### src/rtl/tmr_pkg.sv
package tmr_pkg;
    typedef enum logic [1:0] {
        FLG_CLEAR   = 2'd0,
        FLG_PENDING = 2'd1,
        FLG_ARMED   = 2'd2
    } flg_state_e;

    typedef enum logic {
        RUN_HALTED = 1'b0,
        RUN_ACTIVE = 1'b1
    } run_state_e;

    localparam int BIT_FLAG = 7;
    localparam int BIT_IEN  = 6;
    localparam int BIT_HALT = 5;
    localparam int BIT_RST  = 4;
endpackage

### src/rtl/tmr_prescaler.sv
module tmr_prescaler #(
    parameter int PS_W   = 3,
    parameter int PS_MAX = 6
) (
    input  logic            clk,
    input  logic            rst_n,
    input  logic            en,
    input  logic            clr,
    input  logic [PS_W-1:0] sel,
    output logic            tick
);
    localparam int PRE_W = PS_MAX;

    logic [PRE_W-1:0] pre;
    logic [PRE_W-1:0] mask;
    int unsigned      sel_cap;

    always_comb begin
        sel_cap = (int'(sel) > PS_MAX) ? PS_MAX : int'(sel);
        for (int i = 0; i < PRE_W; i++) begin
            mask[i] = (i < sel_cap);
        end
        tick = ((pre & mask) == mask);
    end

    always_ff @(posedge clk or negedge rst_n) begin
        if (!rst_n) begin
            pre <= '0;
        end else if (clr) begin
            pre <= '0;
        end else if (en) begin
            pre <= pre + PRE_W'(1);
        end
    end

    AST_PRE_CLEARED: assert property (@(posedge clk) disable iff (!rst_n)
        clr |=> (pre == '0));
    AST_PRE_HALT_HOLDS: assert property (@(posedge clk) disable iff (!rst_n)
        (!en && !clr) |=> (pre == $past(pre)));
endmodule

### src/rtl/tmr_ctrl.sv
module tmr_ctrl
    import tmr_pkg::*;
#(
    parameter int PS_W = 3
) (
    input  logic            clk,
    input  logic            rst_n,
    input  logic            stat_wr,
    input  logic            wr_ien,
    input  logic            wr_halt,
    input  logic            wr_rst,
    input  logic [PS_W-1:0] wr_ps,
    output logic            halted,
    output logic            ien,
    output logic [PS_W-1:0] ps,
    output logic            clr
);
    run_state_e run_q, run_d;

    always_comb begin
        run_d = run_q;
        unique case (run_q)
            RUN_HALTED: if (stat_wr && !wr_halt) run_d = RUN_ACTIVE;
            RUN_ACTIVE: if (stat_wr &&  wr_halt) run_d = RUN_HALTED;
            default:    run_d = RUN_HALTED;
        endcase
    end

    always_ff @(posedge clk or negedge rst_n) begin
        if (!rst_n) begin
            run_q <= RUN_HALTED;
            ien   <= 1'b0;
            ps    <= '0;
        end else begin
            run_q <= run_d;
            if (stat_wr) begin
                ien <= wr_ien;
                ps  <= wr_ps;
            end
        end
    end

    always_comb begin
        halted = (run_q == RUN_HALTED);
        clr    = stat_wr && wr_rst;
    end
endmodule

### src/rtl/tmr_counter.sv
module tmr_counter #(
    parameter int CNT_W = 16
) (
    input  logic             clk,
    input  logic             rst_n,
    input  logic             run,
    input  logic             tick,
    input  logic             clr,
    input  logic [CNT_W-1:0] modulo,
    output logic [CNT_W-1:0] count,
    output logic             ovf
);
    logic at_mod;

    always_comb begin
        at_mod = (count == modulo);
        ovf    = run && tick && !clr && at_mod;
    end

    always_ff @(posedge clk or negedge rst_n) begin
        if (!rst_n) begin
            count <= '0;
        end else if (clr) begin
            count <= '0;
        end else if (run && tick) begin
            count <= at_mod ? '0 : count + CNT_W'(1);
        end
    end

    AST_WRAP_ZERO: assert property (@(posedge clk) disable iff (!rst_n)
        ovf |=> (count == '0));
    AST_HALT_HOLDS: assert property (@(posedge clk) disable iff (!rst_n)
        (!run && !clr) |=> (count == $past(count)));
    AST_TRST_ZERO: assert property (@(posedge clk) disable iff (!rst_n)
        clr |=> (count == '0));
endmodule

### src/rtl/tmr_flag_fsm.sv
module tmr_flag_fsm
    import tmr_pkg::*;
(
    input  logic clk,
    input  logic rst_n,
    input  logic ovf,
    input  logic stat_rd,
    input  logic stat_wr,
    input  logic wr_flag,
    output logic flag
);
    flg_state_e st_q, st_d;

    always_comb begin
        st_d = st_q;
        unique case (st_q)
            FLG_CLEAR: begin
                if (ovf) st_d = FLG_PENDING;
            end
            FLG_PENDING: begin
                if (ovf)          st_d = FLG_PENDING;
                else if (stat_rd) st_d = FLG_ARMED;
            end
            FLG_ARMED: begin
                if (ovf)                      st_d = FLG_PENDING;
                else if (stat_wr && !wr_flag) st_d = FLG_CLEAR;
            end
            default: st_d = FLG_CLEAR;
        endcase
    end

    always_ff @(posedge clk or negedge rst_n) begin
        if (!rst_n) st_q <= FLG_CLEAR;
        else        st_q <= st_d;
    end

    always_comb flag = (st_q != FLG_CLEAR);

    AST_OVF_SETS_FLAG: assert property (@(posedge clk) disable iff (!rst_n)
        ovf |=> flag);
    AST_NO_CLEAR_UNARMED: assert property (@(posedge clk) disable iff (!rst_n)
        (st_q == FLG_PENDING) |=> flag);
    AST_OVF_DISARMS: assert property (@(posedge clk) disable iff (!rst_n)
        (st_q == FLG_ARMED && ovf) |=> (st_q == FLG_PENDING));
    AST_WRITE1_KEEPS: assert property (@(posedge clk) disable iff (!rst_n)
        (stat_wr && wr_flag && flag) |=> flag);
endmodule

### src/rtl/tmr_modulo_top.sv
module tmr_modulo_top
    import tmr_pkg::*;
#(
    parameter int          CNT_W       = 16,
    parameter int          ADDR_W      = 2,
    parameter logic [1:0]  STATUS_ADDR = 2'd0,
    parameter int          PS_W        = 3,
    parameter int          PS_MAX      = 6
) (
    input  logic              clk,
    input  logic              rst_n,
    input  logic [ADDR_W-1:0] reg_addr,
    input  logic              reg_rd,
    input  logic              reg_wr,
    input  logic [7:0]        reg_wdata,
    output logic [7:0]        reg_rdata,
    input  logic [CNT_W-1:0]  modulo,
    output logic [CNT_W-1:0]  count,
    output logic              irq
);
    localparam logic [ADDR_W-1:0] SEL_ADDR = ADDR_W'(STATUS_ADDR);

    logic            sel, stat_rd, stat_wr;
    logic            halted, ien, clr, tick, ovf, flag, run;
    logic [PS_W-1:0] ps;
    logic            wdata_unused;

    always_comb begin
        sel          = (reg_addr == SEL_ADDR);
        stat_rd      = reg_rd && sel;
        stat_wr      = reg_wr && sel;
        run          = !halted;
        wdata_unused = reg_wdata[3];
    end

    tmr_ctrl #(.PS_W(PS_W)) u_ctrl (
        .clk     (clk),
        .rst_n   (rst_n),
        .stat_wr (stat_wr),
        .wr_ien  (reg_wdata[BIT_IEN]),
        .wr_halt (reg_wdata[BIT_HALT]),
        .wr_rst  (reg_wdata[BIT_RST]),
        .wr_ps   (reg_wdata[PS_W-1:0]),
        .halted  (halted),
        .ien     (ien),
        .ps      (ps),
        .clr     (clr)
    );

    tmr_prescaler #(.PS_W(PS_W), .PS_MAX(PS_MAX)) u_pre (
        .clk   (clk),
        .rst_n (rst_n),
        .en    (run),
        .clr   (clr),
        .sel   (ps),
        .tick  (tick)
    );

    tmr_counter #(.CNT_W(CNT_W)) u_cnt (
        .clk    (clk),
        .rst_n  (rst_n),
        .run    (run),
        .tick   (tick),
        .clr    (clr),
        .modulo (modulo),
        .count  (count),
        .ovf    (ovf)
    );

    tmr_flag_fsm u_flag (
        .clk     (clk),
        .rst_n   (rst_n),
        .ovf     (ovf),
        .stat_rd (stat_rd),
        .stat_wr (stat_wr),
        .wr_flag (reg_wdata[BIT_FLAG]),
        .flag    (flag)
    );

    always_comb begin
        irq       = flag && ien;
        reg_rdata = '0;
        if (sel) begin
            reg_rdata[BIT_FLAG]   = flag;
            reg_rdata[BIT_IEN]    = ien;
            reg_rdata[BIT_HALT]   = halted;
            reg_rdata[PS_W-1:0]   = ps;
        end
    end

    AST_IRQ_NEEDS_EN: assert property (@(posedge clk) disable iff (!rst_n)
        (stat_wr && !reg_wdata[BIT_IEN]) |=> !irq);
endmodule

### config.mk
export PLATFORM = sky130hd
export DESIGN_NAME = tmr_modulo_top
export DESIGN_NICKNAME = d
export VERILOG_FILES = /design/src/rtl/tmr_pkg.sv /design/src/rtl/tmr_prescaler.sv /design/src/rtl/tmr_ctrl.sv /design/src/rtl/tmr_counter.sv /design/src/rtl/tmr_flag_fsm.sv /design/src/rtl/tmr_modulo_top.sv
export SDC_FILE = /design/constraint.sdc
export NUM_CORES = 1
export LEC_CHECK = 0
export BUFFER_PORTS_ARGS = -buffer_cell sky130_fd_sc_hd__buf_2
export CORE_MARGIN = 5
export CORE_UTILIZATION = 55
export CTS_BUF_LIST = sky130_fd_sc_hd__clkbuf_4 sky130_fd_sc_hd__clkbuf_8 sky130_fd_sc_hd__clkbuf_16
export DETAILED_ROUTE_END_ITERATION = 12
export GPL_ROUTABILITY_DRIVEN = 0
export PLACE_DENSITY = 0.85
export SLEW_MARGIN = 20
export SYNTH_ARGS = -nofsm -noshare
export SYNTH_HDL_FRONTEND = slang
export SYNTH_SLANG_ARGS = --single-unit
### constraint.sdc
create_clock -name clk -period 4.35 [get_ports clk]
set_input_delay 0.435 -clock clk [delete_from_list [all_inputs] [get_ports clk]]
set_output_delay 0.435 -clock clk [all_outputs]
set_load 0.1 [all_outputs]
==> Word level (Yosys, flattened, before mapping) <==
Index checks and enable logic that the tools add are counted.
{ "word_totals": {"ff_bits": 29, "latchBits": 0, "ram_bits": 0, "mem_bits_ro": 0, "output_inout_bits": 25, "n_memories": 0} }
{ "op_classes": {"add_sub_neg": 2, "multipliers": 0, "div": 0, "order_cmp": 7, "eq_ne": 7, "shift": 0, "muxes": 17, "bitwise_logic": 2, "reduce_logical": 19} }
{ "ops": {"columns": ["operator", "n"], "rows": [
  ["1-bit by 32-bit < comparator with 1-bit output, first input constant", 2],
  ["2-bit by 32-bit < comparator with 1-bit output, first input constant", 2],
  ["3-bit by 32-bit < comparator with 1-bit output, first input constant", 2],
  ["16-bit two-way mux", 3],
  ["16-bit by 1-bit adder with 16-bit output, second input constant", 1],
  ["16-bit equality test", 1],
  ["6-bit two-way mux", 2],
  ["1-bit logical AND", 10],
  ["2-bit two-way mux", 5],
  ["3-bit two-way mux", 3],
  ["6-bit by 1-bit adder with 6-bit output, second input constant", 1],
  ["6-bit AND", 1],
  ["6-bit equality test", 1],
  ["2-bit one-hot mux with 3 select lines", 1],
  ["2-bit nonzero test", 3],
  ["2-bit logical NOT", 2],
  ["3-bit > comparator, second input constant", 1],
  ["1-bit logical NOT", 3],
  ["3-bit by 2-bit != test with 1-bit output, second input constant", 1],
  ["3-bit != test, second input constant", 1],
  ["3-bit AND reduction", 1],
  ["2-bit by 1-bit equality test with 1-bit output, second input constant", 1],
  ["2-bit equality test, second input constant", 1],
  ["1-bit two-way mux", 2],
  ["other kinds (3)", 3]
]} }

==> Logic depth before layout (Yosys ltp) <==
Gate-level depths: netlist of the first run.
{ "logic_depth": {"word_depth": 10, "mapped_depth": 7, "ltp_nobuf": 6} }

==> Cells and area by module <==
Synthesis of the first run repeated with hierarchy kept, for this count alone.
{ "unflattened": {"cells_unflattened": 201, "area_unflattened_um2": 1923.1} }
{ "modules_own_cells": {"columns": ["module", "n_inst", "cells_per_inst", "area_each_um2", "seq_area_each_um2"], "rows": [
  ["tmr_counter", 1, 126, 1127.3, 400.4],
  ["tmr_prescaler", 1, 36, 331.6, 150.1],
  ["tmr_ctrl", 1, 14, 216.5, 125.1],
  ["tmr_modulo_top", 1, 15, 151.4, 0.0],
  ["tmr_flag_fsm", 1, 10, 96.3, 50.0]
]} }

==> Worst setup path after synthesis of the first run <==
No wires, ideal clock.
{ "synth_path": {"path_kind": "register to output", "start": "reg with a tool-made name", "end": "out reg_rdata[5]", "arrival_ps": 2634, "required_time_ps": 3915, "slack_ps": 1281, "stages_incl_launch_ff": 3, "path_buffers": 1, "path_cell_list": "dfrtp_1 > clkbuf_1 > nor3_1"} }
{ "synth_lines": {"columns": ["element", "line_no", "text"], "rows": [
  ["to (decl)", "tmr_modulo_top.sv:16", "output logic [7:0] reg_rdata,"]
]} }

==> Final worst setup path of the first run <==
{ "layout_path": {"start": "reg u_cnt.count[1]", "end": "reg u_cnt.count[4]"} }
{ "layout_via": {"elab_chain_len": 4} }
{ "layout_lines": {"columns": ["element", "line_no", "text"], "rows": [
  ["from (decl)", "tmr_counter.sv:10", "output logic [CNT_W-1:0] count,"],
  ["from (signal assigned)", "tmr_counter.sv:26", "count <= at_mod ? '0 : count + CNT_W'(1);"],
  ["16-bit by 1-bit adder with 16-bit output / 16-bit equality test (equally long branches)", "tmr_counter.sv:26, tmr_counter.sv:16", null],
  ["16-bit two-way mux *", "tmr_counter.sv:26", null],
  ["16-bit two-way mux *", "tmr_counter.sv:25", "end else if (run && tick) begin"],
  ["16-bit two-way mux *", "tmr_counter.sv:23", "end else if (clr) begin"]
]} }
Mark *: on every way between the ends. The rest lies on a longest branch, timed or not. The select of a mux whose other input is x is not followed.
A chain may end at the register's enable or synchronous reset.

==> summary.md, run 1 <==
| Metric | Value |
|---|---|
| RSZ-0062 raised after global routing | `false` |
| Leakage | `1.058 nW` |
| Post-synthesis cell type count | `42` |
| Comb pwr share | `35.5%` |
| Hold crit path type | `primary input to async pin` |
| Setup slack at placement | `1830 ps` |
| Resize count post-CTS | `0` |
| DR pass1 iterations | `4` |
| NumNets Final | `265` |
| CP Launch Type | `flop` |
| Vias in the first global route | `1482` |
| WL/cell | `14.50 um` |
| Final instance area | `2136 um^2` |
| Layout cells sized above 1 | `29.91%` |
| Highest clock rate | `413.9 MHz` |
| CTS Buf Count | `5` |
| Slew HR | `37.56%` |
| # DRC | `0` |
| Max cap viols | `0` |
| Area of the mapped netlist | `1832 um^2` |
| Worst EP required | `4580 ps` |
| Seq cells post-synth | `29` |
| Cells after Synth | `183` |
| Tcrit/Tclk final | `55.54%` |
| Worst-path fanout max | `16` |
| Setup_tns | `0 ps` |
| Chip height | `67.71 um` |
| Clock Skews | `13.76 ps` |
| Internal power | `0.4757 mW` |
| Core area | `3284 um^2` |
| Clock group share of total power | `20.2%` |
| Sw power | `0.3681 mW` |
| Ports | `55` |
| Die Wd | `67.71 um` |
| Initial antenna violation count | `0` |
| Largest net degree at the start of global routing | `30` |
| Reg power frac | `44.3%` |
| Initial Util | `55.77%` |
| Final Core Density | `65.03%` |
| Synth Flop Type | `dfrtp_1` |
| Insertion delay to the later sink of the worst-skew pair | `330 ps` |
| Switching part of the total | `43.62%` |
| Iteration-0 DRC Markers | `94` |
| Diodes inserted | `0` |
| Async S/R FF share, synth | `100.0%` |
| Pwr Total | `0.8438 mW` |
| Crit. End Element | `flop` |
| Final number of setup-violating endpoints | `0` |
| Gr ovfl total | `0` |
| Area growth from synthesis to layout | `16.60%` |
| Clock Pin Slew Worst Setup and Hold Paths | `100 ps` |
| Drt total wl | `4060 um` |
| Clk buf depth | `2` |
| Root Driver | `clkbuf_4` |
| Post-route antenna net violation count | `0` |
| Status | `finished clean` |
| Min Hold Slack | `111.9 ps` |
| DPL Wire Length | `2896 um` |
| DP Area | `2081 um^2` |
| Slew Viols, Final | `0` |
| Post-Layout Cell Count | `280` |
| Slew @ Worst Pin | `929.6 ps` |
| Drt via density | `5.775` |
| WS Path Type | `flop to flop` |
| # H-tree levels | `2` |
| Arrival @ worst endpoint | `2640 ps` |
| Die area | `4585 um^2` |
| Number of synthesized flops with an enable pin | `0` |
| GRT Total Usage | `18.99%` |
| Number of port buffers | `51` |
| Placed Cells | `272` |
| Setup WS post-layout | `1934 ps` |
| Worst vdd ir | `0.0002554 V` |
| Routed vias | `1617` |
| Fin. Hold Viols | `0` |
| PwrDens | `395.1 nW/um^2` |
| # rows | `21` |
| Syn avg cell area | `10.01 um^2` |
| Min cycle time layout | `2416 ps` |
| CTS Sinks | `29` |
| First-pass GRT wire length | `6603 um` |
| CTS Hold Bufs | `0` |
| Setup Fix Bufs, Post-CTS | `0` |
| Clock tree from TritonCTS | `yes` |
| Number of synthesis warnings | `0` |
| Register area share after synthesis | `39.62%` |
-- Yosys cell counts, types with 4 or more instances --
| master | count | area share [%] |
|---|---|---|
| and3_1 | 6 | 2.0 |
| nor3_1 | 6 | 1.6 |
| nand4_1 | 9 | 3.1 |
| xnor2_1 | 18 | 8.6 |
| xor2_1 | 4 | 1.9 |
| a22o_1 | 10 | 4.8 |
| dfrtp_1 | 29 | 40 |
| nor2b_1 | 9 | 3.1 |
| and2_1 | 5 | 1.7 |
| nand3_1 | 8 | 2.2 |
| nand2_1 | 8 | 1.6 |
| o31ai_1 | 8 | 3.3 |
| nor2_1 | 14 | 2.9 |
| mux2_2 | 5 | 3.1 |
-- cell usage in the layout, fill, tap and decap left out, types with 3 or more instances in the layout --
cell type	netlist	final
buf_2	3	51
dfrtp_1	29	29
xnor2_1	18	18
nor2_1	14	14
a22o_1	10	10
nand4_1	9	9
nor2b_1	9	9
nand3_1	8	8
nand2_1	8	8
o31ai_1	8	8
nor3_1	6	6
and3_1	6	6
clkbuf_4	0	6
and2_1	5	5
mux2_2	5	5
xor2_1	4	4
o21a_1	3	3
inv_1	3	3
o21ai_0	3	3
a221o_1	3	3
-- flip-flops by register name, summed over array words and instances, names as in the netlist, named ones only --
register / flops
u_ctrl.ps: 3
u_flag.st_q: 2
u_ctrl.ien: 1
u_cnt.count: 16
u_pre.pre: 6
-- kinds of logic (layout without fill, tap and decap cells) --
| group | after synthesis | in the layout | synth area share [%] |
|---|---|---|---|
| and+or+nand+nor | 73 | 73 | 23.09 |
| buffers and inverters | 12 | 62 | 4.302 |
| AOI/OAI and AO/OA | 38 | 38 | 17.28 |
| other | 1 | 2 | 0.2047 |
| muxes | 6 | 6 | 3.620 |
| DFF | 29 | 29 | 39.62 |
| xor gates and xnor gates | 22 | 22 | 10.52 |
| adders and majority gates | 2 | 2 | 1.366 |
-- critical path, cell delays in order (launching register included) --
cell and delay [ps]:
dfrtp_1 460, xnor2_1 230, nand4_1 180, nor4_4 840, nor3b_4 240, a221o_1 360
-- per-layer routing --
layer	vias up	GRT usage (%)	part of all wire (%)
li1	781	-	-
met1	769	24.06	44
met2	62	31.47	47
met3	5	6.323	8.4
met4	0	3.797	0.81
met5	-	0	0
-- layout make-up --
cell class                 instances  area (um^2)
clock buffer                       6        45.04
timing repair buffer              51        255.2
fill                             296         1149
inverter                           3        11.26
sequential                        29        725.7
tap                               46        57.56
multi-input combinational        143         1031
clock inverter                     2        10.01
-- power by group through the flow --
| stage | combinational [mW] | sequential, mW | clock (mW) |
|---|---|---|---|
| floorplan | 0.168 | 0.445 | 0 |
| CTS | 0.302 | 0.373 | 0.171 |
| global placement | 0.295 | 0.375 | 0 |
| detailed placement | 0.302 | 0.378 | 0 |
| global route | 0.326 | 0.382 | 0.188 |
| finish | 0.300 | 0.374 | 0.170 |
-- final timing paths --
| path | slack [ps] | to | startpoint | cells after the start |
|---|---|---|---|---|
| worst min register to register | 540 | u_ctrl.ien | u_ctrl.ien | 1 |
| worst max register to register | 1930 | u_cnt.count[4] | u_cnt.count[1] | 5 |
| min in group clk | 290 | flop | reg_wdata[5] | 2 |
| max in group asynchronous | 3800 | u_ctrl.ien | rst_n | 1 |
| worst min-delay path | 110 | u_cnt.count[7] | rst_n | 1 |
| worst max-delay path | 1930 | u_cnt.count[4] | u_cnt.count[1] | 5 |
(Power assumes the default switching activity.)
==> inputs of run 2 (changes only) <==
--- a/config.mk
+++ b/config.mk
@@ -5,13 +5,14 @@
 export SDC_FILE = /design/constraint.sdc
 export NUM_CORES = 1
 export LEC_CHECK = 0
+export ABC_AREA = 1
 export BUFFER_PORTS_ARGS = -buffer_cell sky130_fd_sc_hd__buf_2
 export CORE_MARGIN = 5
-export CORE_UTILIZATION = 55
+export CORE_UTILIZATION = 48
 export CTS_BUF_LIST = sky130_fd_sc_hd__clkbuf_4 sky130_fd_sc_hd__clkbuf_8 sky130_fd_sc_hd__clkbuf_16
 export DETAILED_ROUTE_END_ITERATION = 12
 export GPL_ROUTABILITY_DRIVEN = 0
-export PLACE_DENSITY = 0.85
+export PLACE_DENSITY = 0.78
 export SLEW_MARGIN = 20
 export SYNTH_ARGS = -nofsm -noshare
 export SYNTH_HDL_FRONTEND = slang
==> constraint.sdc (replaced) <==
create_clock -name clk -period 2 [get_ports clk]
set_input_delay 0.2 -clock clk [delete_from_list [all_inputs] [get_ports clk]]
set_output_delay 0.2 -clock clk [all_outputs]
set_load 0.1 [all_outputs]
==> run 2 against run 1 <==
Effect of this change: count of clock-buffer cells in the layout rose by 2; sequential power rose to 2.9 times the previous value; critical path depth increased by 4; critical path type unchanged; utilization decreased by 5.6 points.
==> summary.md, run 2 <==
| Metric | Value |
|---|---|
| CP bufs+invs | `1 (was 0)` |
| Clock Pin Slew Worst Setup and Hold Paths | `60 ps (was 100 ps)` |
| Gr ovfl total | `0 (unchanged)` |
| Root Driver | `clkbuf_8 (was clkbuf_4)` |
| Setup Fix Bufs, Post-CTS | `0 (unchanged)` |
| Setup slack at placement | `441.4 ps (was 1830 ps)` |
| Die Wd | `75.15 um (was 67.71 um)` |
| Worst vdd ir | `0.0006959 V (was 0.0002554 V)` |
| Number of port buffers | `51 (unchanged)` |
| Number of synthesized flops with an enable pin | `0 (unchanged)` |
| Chip height | `75.15 um (was 67.71 um)` |
| Crit. End Element | `flop (unchanged)` |
| # rows | `23 (was 21)` |
| Drt total wl | `4517 um (was 4060 um)` |
| NumNets Final | `359 (was 265)` |
| Clock Skews | `10.49 ps (was 13.76 ps)` |
| Area leader, netlist | `dfrtp_1 (unchanged)` |
| Met3 Resource Use GR | `4.673% (was 6.323%)` |
| GRT Total Usage | `17.74% (was 18.99%)` |
| Most common cell in the netlist | `nand2_1 (was dfrtp_1)` |
| Initial antenna violation count | `0 (unchanged)` |
| Worst path depth | `9 (was 5)` |
| RSZ-0062 raised after global routing | `false (unchanged)` |
| GR peak layer | `met2 (unchanged)` |
| Highest clock rate | `636.5 MHz (was 413.9 MHz)` |
| Insertion delay to the later sink of the worst-skew pair | `290 ps (was 330 ps)` |
| # H-tree levels | `2 (unchanged)` |
| Die area | `5647 um^2 (was 4585 um^2)` |
| Arrival @ worst endpoint | `1730 ps (was 2640 ps)` |
| CP cell instances | `inv_2 > nand2_1 > nand2_1 > nor2_1 > nand2_1 > nor2_4 > nand2_4 > nand2_4 > o21ai_0 (was xnor2_1 > nand4_1 > nor4_4 > nor3b_4 > a221o_1)` |
| Most frequent cells in the layout | `71 x nand2_1, 51 x buf_2, 36 x inv_1 (was 51 x buf_2, 29 x dfrtp_1, 18 x xnor2_1)` |
| Register area share after synthesis | `35.63% (was 39.62%)` |
| Async S/R FF share, synth | `100.0% (unchanged)` |
| Fill count | `375 (was 296)` |
| Routed vias | `1837 (was 1617)` |
| Status | `finished clean (unchanged)` |
| CTS Sinks | `29 (unchanged)` |
| Most flop-heavy register | `u_cnt.count (unchanged)` |
| Pwr Total | `3.419 mW (was 0.8438 mW)` |
| Critical path's top delay family | `simple AND/OR/NAND/NOR gates (unchanged)` |
| R2R depth | `9 (was 5)` |
| Synth Flop Type | `dfrtp_1 (unchanged)` |
| Max reg flops | `16 (unchanged)` |
| Post-Layout Cell Count | `378 (was 280)` |
| Area of the mapped netlist | `2037 um^2 (was 1832 um^2)` |
| Seq cells post-synth | `29 (unchanged)` |
| Drt via density | `4.860 (was 5.775)` |
| Initial Util | `50.20% (was 55.77%)` |
| # DRC | `0 (unchanged)` |
| Tcrit/Tclk final | `78.55% (was 55.54%)` |
| WL/cell | `11.95 um (was 14.50 um)` |
| Vias in the first global route | `1839 (was 1482)` |
| Cell types occupying the most area after synthesis | `dfrtp_1 36%, nand2_1 13%, inv_1 6.6% (was dfrtp_1 40%, xnor2_1 8.6%, a22o_1 4.8%)` |
| Cells after Synth | `275 (was 183)` |
| Post-route antenna net violation count | `0 (unchanged)` |
| Layout cells sized above 1 | `29.88% (was 29.91%)` |
| Leakage | `1.253 nW (was 1.058 nW)` |
| PwrDens | `1418 nW/um^2 (was 395.1 nW/um^2)` |
| CP Launch Type | `flop (unchanged)` |
| Hold crit path type | `primary input to flop (was primary input to async pin)` |
| Number of synthesis warnings | `0 (unchanged)` |
| First-pass GRT wire length | `7728 um (was 6603 um)` |
| Fin. Hold Viols | `0 (unchanged)` |
| Max cap viols | `0 (unchanged)` |
| Placed Cells | `369 (was 272)` |
| Met2 capacity usage during global routing | `32.01% (was 31.47%)` |
| Final number of setup-violating endpoints | `0 (unchanged)` |
| Clock tree from TritonCTS | `yes (unchanged)` |
| Resize count post-CTS | `0 (unchanged)` |
| Worst EP required | `2160 ps (was 4580 ps)` |
| DP Area | `2303 um^2 (was 2081 um^2)` |
| CTS Hold Bufs | `1 (was 0)` |
| Iteration-0 DRC Markers | `74 (was 94)` |
| Largest net degree at the start of global routing | `30 (unchanged)` |
| Final Core Density | `59.42% (was 65.03%)` |
| Diodes inserted | `0 (unchanged)` |
| Most common cell on crit path | `nand2_1` |
| Synth cell count leaders | `71 x nand2_1, 36 x inv_1, 29 x dfrtp_1, 29 x nor2_1 (was 29 x dfrtp_1, 18 x xnor2_1, 14 x nor2_1)` |
| CTS Buf Count | `5 (unchanged)` |
| Post-synthesis cell type count | `33 (was 42)` |
| Slew @ Worst Pin | `664.0 ps (was 929.6 ps)` |
| WS Path Type | `flop to flop (unchanged)` |
| Commonest non-fill, non-tap cell in the layout | `nand2_1 (was buf_2)` |
| Slew HR | `55.73% (was 37.56%)` |
| Syn avg cell area | `7.407 um^2 (was 10.01 um^2)` |
| Core area | `4058 um^2 (was 3284 um^2)` |
| Largest stage delay, worst path | `460 ps (was 840 ps)` |
| DR pass1 iterations | `4 (unchanged)` |
| Post-synth top area share | `35.63% (was 39.62%)` |
| DPL Wire Length | `3384 um (was 2896 um)` |
| Largest regs | `u_cnt.count (16), u_pre.pre (6), u_ctrl.ps (3) (unchanged)` |
| Final instance area | `2411 um^2 (was 2136 um^2)` |
| Ports | `55 (unchanged)` |
| Min cycle time layout | `1571 ps (was 2416 ps)` |
| GRT met1 Usage | `20.72% (was 24.06%)` |
| Hold path depth | `2` |
| Crit path max-delay cell type | `dfrtp_1 (was nor4_4)` |
| Setup WS post-layout | `429.0 ps (was 1934 ps)` |
| Clk buf depth | `2 (unchanged)` |
| Worst-path fanout max | `11 (was 16)` |
| Area growth from synthesis to layout | `18.37% (was 16.60%)` |
| Slew Viols, Final | `0 (unchanged)` |
## run 2: cell count changes in the layout (fill, tap and decap cells not counted), moves of 8 or more
cell     delta
nand2_1    +63
inv_1      +33
xnor2_1    -16
nor2_1     +15
o21ai_0    +11
a22o_1     -10
nor2b_1     -9
xor2_1      +8
## run 2: per-layer routing
| metal | share of wire [%] | vias to the layer above | wire length [um] |
|---|---|---|---|
| met3 | 6.5 | 5 | 293 |
| met4 | 1.0 | 0 | 46 |
| met2 | 49 | 45 | 2209 |
| met5 | 0 | - | 0 |
| met1 | 44 | 820 | 1967 |
| li1 | - | 967 | - |
## run 2: worst paths after layout
| kind | slack [ps] | startpoint | to |
|---|---|---|---|
| setup / recovery | 430 | u_cnt.count[5] | u_cnt.count[15] |
| hold / removal | 110 | reg_wdata[5] | flop |
| setup reg to reg | 430 | u_cnt.count[5] | u_cnt.count[15] |
| hold reg to reg | 520 | u_pre.pre[4] | u_pre.pre[4] |
| max in group asynchronous | 1040 | rst_n | u_cnt.count[1] |
| min in group asynchronous | 480 | rst_n | u_cnt.count[4] |
## run 2: cell type report
type / count / area (um^2) / area share (%)
clock buffer: 8 / 97.59 / 4.048
inverter: 42 / 157.7 / 6.539
multi-input combinational: 197 / 1095 / 45.41
sequential: 29 / 733.2 / 30.41
tap: 50 / 62.56 / 2.595
timing repair buffer: 52 / 265.3 / 11.00
## run 2: metrics by stage
stage | hold WS [ps] | setup TNS [ps]
2_1_floorplan | -95.59 | -20.60
3_3_place_gp | 259.6 | 0
6_report | 112.4 | 0
4_1_cts | 98.39 | 0
5_1_grt | 124.0 | 0
3_5_place_dp | 269.1 | 0
## run 2: cell families after synthesis
| logic type | count (synthesis) | share of synthesized area, % |
|---|---|---|
| adder cells (fa/ha/maj) | 2 | 1.228 |
| flip-flops | 29 | 35.63 |
| AND/OR/NAND/NOR | 142 | 33.60 |
| XOR/XNOR | 14 | 6.020 |
| AO/OA/AOI/OAI | 37 | 12.53 |
| buffers and inverters | 50 | 10.81 |
| other | 1 | 0.1841 |
## run 2: worst register-to-register path: stages, from the launching register on
cell,delay [ps]
dfrtp_1,460
inv_2,110
nand2_1,70
nand2_1,50
nor2_1,100
nand2_1,100
nor2_4,140
nand2_4,100
nand2_4,190
o21ai_0,120
## run 2: where the power goes
group	internal [mW]	switching (mW)	total, mW
Sequential	0.772	0.296	1.07
Clock	0.307	0.225	0.532
Combinational	0.417	1.40	1.82
Total	1.50	1.92	3.42
